File: config.mk
export PLATFORM = sky130hd
export DESIGN_NAME = wb_cache_ctrl
export DESIGN_NICKNAME = d
export VERILOG_FILES = /design/src/rtl/wbc_pkg.sv /design/src/rtl/wbc_datapath.sv /design/src/rtl/wbc_control.sv /design/src/rtl/wb_cache_ctrl.sv
export SDC_FILE = /design/constraint.sdc
export NUM_CORES = 1
export LEC_CHECK = 0
export BUFFER_PORTS_ARGS = -buffer_cell sky130_fd_sc_hd__buf_2
export CAP_MARGIN = 20
export CORE_MARGIN = 10
export CORE_UTILIZATION = 44
export CTS_CLUSTER_SIZE = 30
export DETAILED_ROUTE_END_ITERATION = 16
export SYNTH_ARGS = -nofsm -noshare
export SYNTH_HDL_FRONTEND = slang
export SYNTH_SLANG_ARGS = --single-unit
File: constraint.sdc
create_clock -name clk -period 15.49 [get_ports clk]
set_input_delay 0.7745 -clock clk [delete_from_list [all_inputs] [get_ports clk]]
set_output_delay 0.7745 -clock clk [all_outputs]
set_load 0.02 [all_outputs]
File: src/rtl/wbc_pkg.sv
package wbc_pkg;

  typedef enum logic [2:0] {
    ST_IDLE,
    ST_COMPARE,
    ST_WRITEBACK,
    ST_REFILL,
    ST_WRITEMEM,
    ST_RESPOND
  } wbc_state_t;

  // strobes from control to datapath
  typedef struct packed {
    logic latchReq;   // capture processor request
    logic hitWrite;   // merge store into hit line, set dirty
    logic fillLine;   // install refilled line (merged when a store)
    logic victimSel;  // memory port carries the victim line
  } wbc_strobe_t;

endpackage

File: src/rtl/wbc_datapath.sv
module wbc_datapath
  import wbc_pkg::*;
#(
  parameter int ADDR_W     = 12,
  parameter int WORD_W     = 32,
  parameter int LINE_WORDS = 4,
  parameter int LINES      = 8
) (
  input  logic                                clk,
  input  logic                                rstN,
  input  wbc_strobe_t                         stb,
  input  logic [ADDR_W-1:0]                   reqAddr,
  input  logic                                reqWrite,
  input  logic [WORD_W-1:0]                   reqWdata,
  input  logic [WORD_W/8-1:0]                 reqBe,
  output logic                                hit,
  output logic                                victimDirty,
  output logic                                qWrite,
  output logic [WORD_W-1:0]                   respRdata,
  output logic [ADDR_W-$clog2(LINE_WORDS*WORD_W/8)-1:0] memAddr,
  output logic [LINE_WORDS*WORD_W/8-1:0]      memMask,
  output logic [LINE_WORDS*WORD_W-1:0]        memWdata,
  input  logic [LINE_WORDS*WORD_W-1:0]        memRdata
);

  localparam int BYTES_W = WORD_W / 8;
  localparam int BSEL_W  = $clog2(BYTES_W);
  localparam int WSEL_W  = $clog2(LINE_WORDS);
  localparam int OFF_W   = BSEL_W + WSEL_W;
  localparam int IDX_W   = $clog2(LINES);
  localparam int TAG_W   = ADDR_W - IDX_W - OFF_W;
  localparam int LINE_W  = LINE_WORDS * WORD_W;
  localparam int LBYTES  = LINE_W / 8;

  logic [ADDR_W-1:0]  qAddr;
  logic [WORD_W-1:0]  qWdata;
  logic [BYTES_W-1:0] qBe;

  logic [LINE_W-1:0] lineData [LINES];
  logic [TAG_W-1:0]  lineTag  [LINES];
  logic [LINES-1:0]  lineValid;
  logic [LINES-1:0]  lineDirty;

  logic [IDX_W-1:0]  qIdx;
  logic [TAG_W-1:0]  qTag;
  logic [WSEL_W-1:0] qWsel;

  assign qIdx  = qAddr[OFF_W +: IDX_W];
  assign qTag  = qAddr[ADDR_W-1 -: TAG_W];
  assign qWsel = qAddr[BSEL_W +: WSEL_W];

  function automatic logic [LINE_W-1:0] mergeStore(
    input logic [LINE_W-1:0]  base,
    input logic [WSEL_W-1:0]  wsel,
    input logic [WORD_W-1:0]  wdata,
    input logic [BYTES_W-1:0] be
  );
    logic [LINE_W-1:0] res;
    res = base;
    for (int w = 0; w < LINE_WORDS; w++) begin
      for (int b = 0; b < BYTES_W; b++) begin
        if (wsel == WSEL_W'(w) && be[b])
          res[w*WORD_W + b*8 +: 8] = wdata[b*8 +: 8];
      end
    end
    return res;
  endfunction

  always_ff @(posedge clk or negedge rstN) begin
    if (!rstN) begin
      qAddr  <= '0;
      qWrite <= 1'b0;
      qWdata <= '0;
      qBe    <= '0;
    end else if (stb.latchReq) begin
      qAddr  <= reqAddr;
      qWrite <= reqWrite;
      qWdata <= reqWdata;
      qBe    <= reqBe;
    end
  end

  always_ff @(posedge clk or negedge rstN) begin
    if (!rstN) begin
      lineValid <= '0;
      lineDirty <= '0;
    end else if (stb.hitWrite) begin
      lineDirty[qIdx] <= 1'b1;
    end else if (stb.fillLine) begin
      lineValid[qIdx] <= 1'b1;
      lineDirty[qIdx] <= qWrite;
    end
  end

  always_ff @(posedge clk) begin
    if (stb.hitWrite) begin
      lineData[qIdx] <= mergeStore(lineData[qIdx], qWsel, qWdata, qBe);
    end else if (stb.fillLine) begin
      lineData[qIdx] <= qWrite ? mergeStore(memRdata, qWsel, qWdata, qBe) : memRdata;
      lineTag[qIdx]  <= qTag;
    end
  end

  assign hit         = lineValid[qIdx] && (lineTag[qIdx] == qTag);
  assign victimDirty = lineValid[qIdx] && lineDirty[qIdx];
  assign respRdata   = lineData[qIdx][qWsel*WORD_W +: WORD_W];

  always_comb begin
    if (stb.victimSel) begin
      memAddr  = {lineTag[qIdx], qIdx};
      memWdata = lineData[qIdx];
      memMask  = '1;
    end else begin
      memAddr  = qAddr[ADDR_W-1:OFF_W];
      memWdata = {LINE_WORDS{qWdata}};
      for (int w = 0; w < LINE_WORDS; w++)
        for (int b = 0; b < BYTES_W; b++)
          memMask[w*BYTES_W + b] = (qWsel == WSEL_W'(w)) && qBe[b];
    end
  end

  // a store hit leaves its line dirty
  a_r1_hit_marks_dirty: assert property (@(posedge clk) disable iff (!rstN)
    stb.hitWrite |=> lineDirty[$past(qIdx)]);

  // once a line is installed the pending request hits
  a_r5_fill_then_hit: assert property (@(posedge clk) disable iff (!rstN)
    stb.fillLine |=> hit);

  // request addresses are word aligned
  a_r9_word_aligned: assert property (@(posedge clk) disable iff (!rstN)
    stb.latchReq |-> (reqAddr[BSEL_W-1:0] == '0));

  wire unusedBits = ^{LBYTES[0]};

endmodule

File: src/rtl/wbc_control.sv
module wbc_control
  import wbc_pkg::*;
#(
  parameter bit WRITE_ALLOC = 1'b1
) (
  input  logic        clk,
  input  logic        rstN,
  input  logic        reqValid,
  input  logic        hit,
  input  logic        victimDirty,
  input  logic        qWrite,
  input  logic        memAck,
  output wbc_strobe_t stb,
  output logic        reqReady,
  output logic        respValid,
  output logic        memReq,
  output logic        memWrite
);

  wbc_state_t state, nextState;

  always_ff @(posedge clk or negedge rstN) begin
    if (!rstN) state <= ST_IDLE;
    else       state <= nextState;
  end

  always_comb begin
    nextState = state;
    stb       = '0;
    reqReady  = 1'b0;
    respValid = 1'b0;
    memReq    = 1'b0;
    memWrite  = 1'b0;
    unique case (state)
      ST_IDLE: begin
        reqReady = 1'b1;
        if (reqValid) begin
          stb.latchReq = 1'b1;
          nextState    = ST_COMPARE;
        end
      end
      ST_COMPARE: begin
        if (hit) begin
          stb.hitWrite = qWrite;
          nextState    = ST_RESPOND;
        end else if (qWrite && !WRITE_ALLOC) begin
          nextState = ST_WRITEMEM;
        end else if (victimDirty) begin
          nextState = ST_WRITEBACK;
        end else begin
          nextState = ST_REFILL;
        end
      end
      ST_WRITEBACK: begin
        memReq        = 1'b1;
        memWrite      = 1'b1;
        stb.victimSel = 1'b1;
        if (memAck) nextState = ST_REFILL;
      end
      ST_REFILL: begin
        memReq = 1'b1;
        if (memAck) begin
          stb.fillLine = 1'b1;
          nextState    = ST_RESPOND;
        end
      end
      ST_WRITEMEM: begin
        memReq   = 1'b1;
        memWrite = 1'b1;
        if (memAck) nextState = ST_RESPOND;
      end
      ST_RESPOND: begin
        respValid = 1'b1;
        nextState = ST_IDLE;
      end
      default: nextState = ST_IDLE;
    endcase
  end

  // a refill that replaces a dirty line is preceded by the write-back
  a_r8_writeback_first: assert property (@(posedge clk) disable iff (!rstN)
    (state == ST_REFILL && $past(state) != ST_REFILL)
      |-> ($past(state) == ST_WRITEBACK || !$past(victimDirty)));

  // the victim is only written out when dirty
  a_r4_clean_not_written: assert property (@(posedge clk) disable iff (!rstN)
    (memReq && memWrite && stb.victimSel) |-> victimDirty);

  // a hit produces no memory traffic
  a_r1_hit_quiet: assert property (@(posedge clk) disable iff (!rstN)
    (state == ST_COMPARE && hit) |=> !memReq);

  // response is a single pulse, followed by ready
  a_r9_resp_pulse: assert property (@(posedge clk) disable iff (!rstN)
    respValid |=> (!respValid && reqReady));

  // never ready while responding
  a_r9_busy_resp: assert property (@(posedge clk) disable iff (!rstN)
    respValid |-> !reqReady);

endmodule

File: src/rtl/wb_cache_ctrl.sv
module wb_cache_ctrl
  import wbc_pkg::*;
#(
  parameter int ADDR_W      = 12,
  parameter int WORD_W      = 32,
  parameter int LINE_WORDS  = 4,
  parameter int LINES       = 8,
  parameter bit WRITE_ALLOC = 1'b1
) (
  input  logic                                clk,
  input  logic                                rstN,
  input  logic                                reqValid,
  input  logic                                reqWrite,
  input  logic [ADDR_W-1:0]                   reqAddr,
  input  logic [WORD_W-1:0]                   reqWdata,
  input  logic [WORD_W/8-1:0]                 reqBe,
  output logic                                reqReady,
  output logic                                respValid,
  output logic [WORD_W-1:0]                   respRdata,
  output logic                                memReq,
  output logic                                memWrite,
  output logic [ADDR_W-$clog2(LINE_WORDS*WORD_W/8)-1:0] memAddr,
  output logic [LINE_WORDS*WORD_W/8-1:0]      memMask,
  output logic [LINE_WORDS*WORD_W-1:0]        memWdata,
  input  logic [LINE_WORDS*WORD_W-1:0]        memRdata,
  input  logic                                memAck
);

  wbc_strobe_t stb;
  logic hit, victimDirty, qWrite;

  wbc_control #(.WRITE_ALLOC(WRITE_ALLOC)) u_ctrl (
    .clk(clk), .rstN(rstN), .reqValid(reqValid), .hit(hit),
    .victimDirty(victimDirty), .qWrite(qWrite), .memAck(memAck),
    .stb(stb), .reqReady(reqReady), .respValid(respValid),
    .memReq(memReq), .memWrite(memWrite)
  );

  wbc_datapath #(
    .ADDR_W(ADDR_W), .WORD_W(WORD_W), .LINE_WORDS(LINE_WORDS), .LINES(LINES)
  ) u_dp (
    .clk(clk), .rstN(rstN), .stb(stb), .reqAddr(reqAddr),
    .reqWrite(reqWrite), .reqWdata(reqWdata), .reqBe(reqBe),
    .hit(hit), .victimDirty(victimDirty), .qWrite(qWrite),
    .respRdata(respRdata), .memAddr(memAddr), .memMask(memMask),
    .memWdata(memWdata), .memRdata(memRdata)
  );

endmodule

==> flow_summary.yaml, run 1 <==
run_status:
  status: "complete, no violations"
layout:
  area_growth_pct: 15.3
  utilization_pct: 50.9
  drive_gt1_share_pct: 24.1
  nets: 3651
  stdcell_area_sq_mm: 0.0544
timing:
  relSlewSlack_pct: 19.1
  maxSlewViolCount: 0
  timing.fmax_ghz: 0.157
  skew_ns: 0.0351
  period_minus_slack_ns: 6.38
  finalSetupViolCount: 0
  tightest_slew_ns: 1.21
  grt_setup_unrepaired: "false"
  fin_crit_sh_pct: 41.2
  finalHoldViolations: 0
  fin_setup_tns_ns: 0
floorplanning:
  core-area_sq_mm: 0.107
  dieArea_sq_mm: 0.121
  io_pins: 369
  die_y_um: 347
  start_util_pct: 44.2
  die_width_um: 347
  row_count: 120
yosys:
  synth-seq-cells: 1130
  synthArstFlopShare_pct: 5.84
  synth_cell_type_count: 64
  syn_inst: 3091
  syn-num-nets: 3272
  synth_warnings: 0
  synth_area_sq_mm: 0.0472
  yosys_most_used_dff: "edfxtp_1"
  synth_top_cell_by_area: "edfxtp_1"
  synth_edf_count: 1064
  synthTopCellsByArea: "edfxtp_1 (68%), a21oi_1 (3.7%), dfrtp_1 (3.5%)"
  synth.avg_cell_area_sq_um: 15.3
  yosys.area.top_type_share_pct: 67.7
  synth-seq-area-share_pct: 71.2
global_routing:
  grt_usage_pct: 27.0
  first_global_vias: 30800
  grt_pass1_wl_um: 235000
  overflow: 0
  antenna_found_initial: 8
  grt_max_degree: 171
critical_path:
  cp-endpoint: "u_dp.lineData[3][124]"
  crit_top_cell: "buf_4"
  path_cells: "buf_4, buf_4, mux2_1, a32o_1, a221oi_2, xor2_1, nand4_1, buf_4, a21oi_4, buf_4, buf_4"
  r2r_end: "u_dp.lineData[3][124]"
  critical_path_class: "reg2reg"
  cp.depth: 11
  r2r_start: "u_dp.qAddr[5]"
  end_kind: "flop"
  crit_required_ns: 15.80
  startpoint: "u_dp.qAddr[5]"
  crit_family: "buffers and inverters"
  critPathMaxFanout: 49
  crit_buf_inv: 5
  critPathArrivalTime_ns: 6.68
  rrSetupSlack_ns: 9.11
  startpoint_type: "flop"
  slowest_stage: "dfrtp_4"
  rr_worst_depth: 11
  cpPeakStageDelay_ns: 0.81
drt:
  viasPerCell: 6.47
  vias: 32100
  firstDrtPassIters: 5
  wire_per_inst_um: 34.0
  drtIter0Drc: 4397
  ant_nets: 0
  drt_wl_total_um: 169000
  drc: 0
placement:
  io_buffers: 366
  post_dp_cell_area_sq_mm: 0.0508
  gp_congestion: 0.849
  dpl.hpwl_um: 105000
power_and_ir_drop:
  power_density_mw_per_mm2: 262
  vdd_ir_drop_max_uv: 197
  cellLeakagePower_nw: 18.5
cts:
  cts-root-buf: "clkbuf_16"
  cts_buffers: 112
  htreeDepth: 3
  cts_tree: "done"
  clockBufferDepth: 3
  clk_pin_slew_ns: 0.06
  insertion_delay_ns: 0.71
  clkSinkCount: 1130
min_path:
  hold_depth: 3
  hold_path_class: "in2reg"
job:
  cap_viol_max_count: 0
worst min path at each step:
stage                        end               from  slack, ns
6_report           u_dp.qAddr[4]         reqAddr[4]       0.29
2_1_floorplan  u_dp.lineValid[1]  u_dp.lineValid[1]       0.43
3_5_place_dp   u_dp.lineValid[4]  u_dp.lineValid[4]       0.45
3_3_place_gp   u_dp.lineValid[3]  u_dp.lineValid[3]       0.45
5_1_grt          u_dp.qWdata[18]       reqWdata[18]       0.29
4_1_cts            u_dp.qAddr[4]         reqAddr[4]       0.26
metrics by stage:
step           setup slack [ns]  hold slack [ns]  power, mW  std cells
3_5_place_dp               9.02            0.452       11.5       4756
3_3_place_gp               8.95            0.450       11.4       4756
2_1_floorplan              6.69            0.430       8.73       3091
5_1_grt                    8.83            0.289       14.7       4962
4_1_cts                    9.00            0.262       14.1       4959
6_report                   9.11            0.291       14.2       4966
state kept, by name, indices dropped and copies added, names as in the netlist:
register,cells
u_dp.qWrite,1
u_dp.qWdata,32
u_dp.lineValid,8
u_ctrl.state,3
u_dp.lineTag,40
u_dp.lineData,1024
u_dp.qAddr,10
u_dp.qBe,4
u_dp.lineDirty,8
area by class of cell:
class	instances	area, sq um
diodes	5	12.5
well taps	1403	1760
clock inverters	49	561
clock buffers	153	3010
fillers	9039	52400
multi-input cells	1714	12600
flip-flops and latches	1130	33600
repair buffers	467	2630
inverters	45	173
Yosys cell counts, types with 3 or more instances:
library cell     n
o22ai_1        137
and2_1           6
a211oi_1        16
a221o_1         57
a22oi_1         72
and3_1          20
nand4_1          5
mux4_2          38
o2bb2ai_1        4
nor3_1           8
a22o_1          34
buf_6           14
o21ai_1         11
dfrtp_1         66
a221oi_2         4
a31oi_1          7
or2_2            9
inv_2            4
nand2b_1        14
buf_2           72
nand2_1        174
nand3_1         35
nor2b_1          9
mux2i_1        123
buf_1           14
buf_4           14
o21a_1           6
nor2_1         127
o211a_1          4
inv_1           40
o21ai_0         57
o211ai_1         6
a222oi_1        17
mux2_2         134
clkbuf_1        88
a221oi_1       140
o22a_1          15
o31ai_1          3
a21oi_1        350
mux2_4           8
mux2_1          30
a211o_1          6
edfxtp_1      1064
tightest hold or removal path, delay by kind of cell:
family / cells / cell delay [ns]
AND/OR/NAND/NOR: 1 / 0.04
buffers and inverters: 1 / 0.08
AO/OA/AOI/OAI: 1 / 0.06
where the power goes:
part	switching [mW]	leakage (nW)	internal, mW
sequential	0.298	10.3	4.68
clock	1.14	1.73	1.55
combinational	4.75	6.43	1.81
layer usage:
layer | wire [um] | GRT usage [%] | vias to the layer above | share of wire (%)
met3 | 20300 | 7.78 | 303 | 12
met4 | 5640 | 8.73 | 4 | 3.3
met1 | 67600 | 37.3 | 16500 | 40
met2 | 75000 | 40.8 | 2077 | 44
li1 | - | - | 13300 | -
met5 | 33 | 0 | - | 0.020
repair_timing:
item	in CTS	in global routing
endpoints found under the setup margin	0	0
resized for setup	0	0
hold buffers	1	0
hold endpoints to repair	12	0
buffers inserted	0	0
layout by cell type, fill, tap and decap left out, types with 39 or more instances in the layout:
cell type / n
mux2_2: 134
o22ai_1: 137
a22oi_1: 72
buf_4: 98
a21oi_1: 338
buf_2: 365
edfxtp_1: 1064
dfrtp_1: 62
o21ai_0: 57
a221o_1: 57
clkbuf_16: 113
a221oi_1: 140
inv_1: 39
nand2_1: 174
mux2i_1: 123
nor2_1: 116
logic make-up after synthesis:
group,after synthesis,synth area share (%)
multiplexers,333,8.60
flip-flops,1130,71.2
AND/OR/NAND/NOR,417,3.85
XOR/XNOR,2,0.0371
AO/OA/AOI/OAI,962,13.8
buffers and inverters,247,2.49
Note: power is estimated with default switching activity, not from simulation.
==> inputs of run 2 (changes only) <==
==> constraint.sdc (replaced) <==
create_clock -name clk -period 6.65 [get_ports clk]
set_input_delay 0.3325 -clock clk [delete_from_list [all_inputs] [get_ports clk]]
set_output_delay 0.3325 -clock clk [all_outputs]
set_load 0.02 [all_outputs]
==> run 2 against run 1 <==
  * Design area increased by 1.1%
  * First-iteration DRC count decreased by 3.3%
  * Cell count is 1.1% higher
  * Flip-flop and latch count unchanged
  * Non-clock buffer count grew 52
  * Sequential power rose by 130%
  * Die area stayed put
  * Wire length rose by 0.97%
  * Utilization up 0.56 points
  * Critical endpoint is now respRdata[18]
  * Largest cell class unchanged
  * Largest power group unchanged
==> flow_summary.yaml, run 2 (synthesized netlist as in run 1, its figures left out) <==
drt:
  firstDrtPassIters: 6
  ant_nets: 0
  vias: 32600
  wire_per_inst_um: 33.9
  drt_wl_total_um: 170000
  viasPerCell: 6.49
  drc: 0
  drtIter0Drc: 4253
timing:
  tightest_slew_ns: 1.21
  fin_crit_sh_pct: 75.7
  finalHoldViolations: 0
  fin_setup_tns_ns: 0
  finalSetupViolCount: 0
  maxSlewViolCount: 0
  skew_ns: 0.0301
  period_minus_slack_ns: 5.04
  grt_setup_unrepaired: "false"
  relSlewSlack_pct: 19.5
  timing.fmax_ghz: 0.199
critical_path:
  critical_path_class: "reg2out"
  critPathMaxFanout: 45
  critPathArrivalTime_ns: 4.70
  crit_required_ns: 6.32
  startpoint_type: "flop"
  end_kind: "output port"
cts:
  clk_pin_slew_ns: 0.06
  cts_resized: 0
  cts_tree: "done"
  cts-root-buf: "clkbuf_16"
  clockBufferDepth: 3
  htreeDepth: 3
  cts_setup_buffers: 0
  clkSinkCount: 1130
  cts_buffers: 114
  hold_buffers: 49
  insertion_delay_ns: 0.71
floorplanning:
  die_y_um: 347
  io_pins: 369
  die_width_um: 347
  core-area_sq_mm: 0.107
  start_util_pct: 44.2
  row_count: 120
  dieArea_sq_mm: 0.121
layout:
  regMostFlops: "u_dp.lineData"
  area_growth_pct: 16.6
  nets: 3705
  mostFrequentLayoutCell: "edfxtp_1"
  n_fill_cell: 8931
  regArea_sq_mm: 0.0336
  layout_common_cells: "edfxtp_1 (1,064), buf_2 (365), a21oi_1 (338), nand2_1 (174), a221oi_1 (140)"
  top_regs: "u_dp.lineData (1024), u_dp.lineTag (40), u_dp.qWdata (32)"
  utilization_pct: 51.5
  drive_gt1_share_pct: 23.9
  multi_input_area_sq_mm: 0.0126
  largest_reg_flops: 1024
placement:
  gp_congestion: 0.886
  io_buffers: 366
  dpl.hpwl_um: 105000
job:
  cap_viol_max_count: 0
run_status:
  status: "complete, no violations"
global_routing:
  grt_usage_pct: 27.3
  grt_max_degree: 129
  grt_pass1_wl_um: 238000
  overflow: 0
  antenna_found_initial: 11
  first_global_vias: 31300
power_and_ir_drop:
  vdd_ir_drop_max_uv: 435
  cellLeakagePower_nw: 18.7
  power_density_mw_per_mm2: 602
min_path:
  hold_path_class: "in2async"
[run 2: changes by cell type in the layout (fill, tap and decap cells not counted), sizes merged]
cell / change
clkbuf: -8
inv: +2
clkinv: +14
buf: +4
clkinvlp: +5
diode: -4
bufinv: -7
dlygate4sd3: +48
[run 2: path summary, 6_finish.rpt]
check	from	endpoint	slack (ns)	cells past startpoint
min reg2reg	u_dp.lineValid[1]	u_dp.lineValid[1]	0.46	1
max in group asynchronous	rstN	u_dp.qWdata[31]	5.28	3
min in group clk	reqValid	u_ctrl.state[0]	0.09	4
max reg2reg	u_dp.qAddr[4]	u_dp.lineData[0][8]	2.26	9
max	u_dp.qAddr[5]	respRdata[18]	1.61	8
min	rstN	u_dp.qAddr[4]	0.05	2
[run 2: layout make-up]
class / count / share of cell area (%)
diodes: 1 / 0.00455
clock buffers: 145 / 5.48
clock inverters: 63 / 0.876
inverters: 45 / 0.314
multi-input cells: 1714 / 23.0
flip-flops and latches: 1130 / 61.1
well taps: 1403 / 3.19
repair buffers: 519 / 6.04
[run 2: critical path: stages (launching register included)]
cell      delay, ns
dfrtp_4        0.66
buf_4          0.50
nor2b_4        0.39
buf_4          0.79
a22o_1         0.24
a221oi_1       0.17
mux2_2         0.40
mux2i_1        0.49
buf_2          0.28
[run 2: report_power, final]
part / leakage, nW / internal (mW) / switching [mW]
combinational: 6.69 / 4.28 / 11.2
clock: 1.68 / 3.39 / 2.71
sequential: 10.3 / 10.9 / 0.636
total: 18.7 / 18.6 / 14.5
[run 2: per-stage QoR]
step | hold WS [ns] | worst slack, ns | std cells | area (sq um) | power [mW]
2_1_floorplan | 0.0369 | -2.16 | 3091 | 47200 | 20.3
3_3_place_gp | 0.226 | 2.30 | 4760 | 51000 | 26.6
3_5_place_dp | 0.229 | 2.27 | 4761 | 51000 | 26.8
4_1_cts | 0.0164 | 1.56 | 5018 | 55000 | 32.9
5_1_grt | 0.0608 | 1.50 | 5019 | 55000 | 34.3
6_report | 0.0531 | 1.61 | 5020 | 55000 | 33.1
[run 2: metal layers]
| layer | vias up | track usage, % | share of wire, % |
|---|---|---|---|
| li1 | 13400 | - | - |
| met1 | 16700 | 37.1 | 39 |
| met2 | 2079 | 41.3 | 44 |
| met3 | 354 | 8.28 | 12 |
| met4 | 8 | 9.77 | 3.9 |
| met5 | - | 0 | 0.028 |
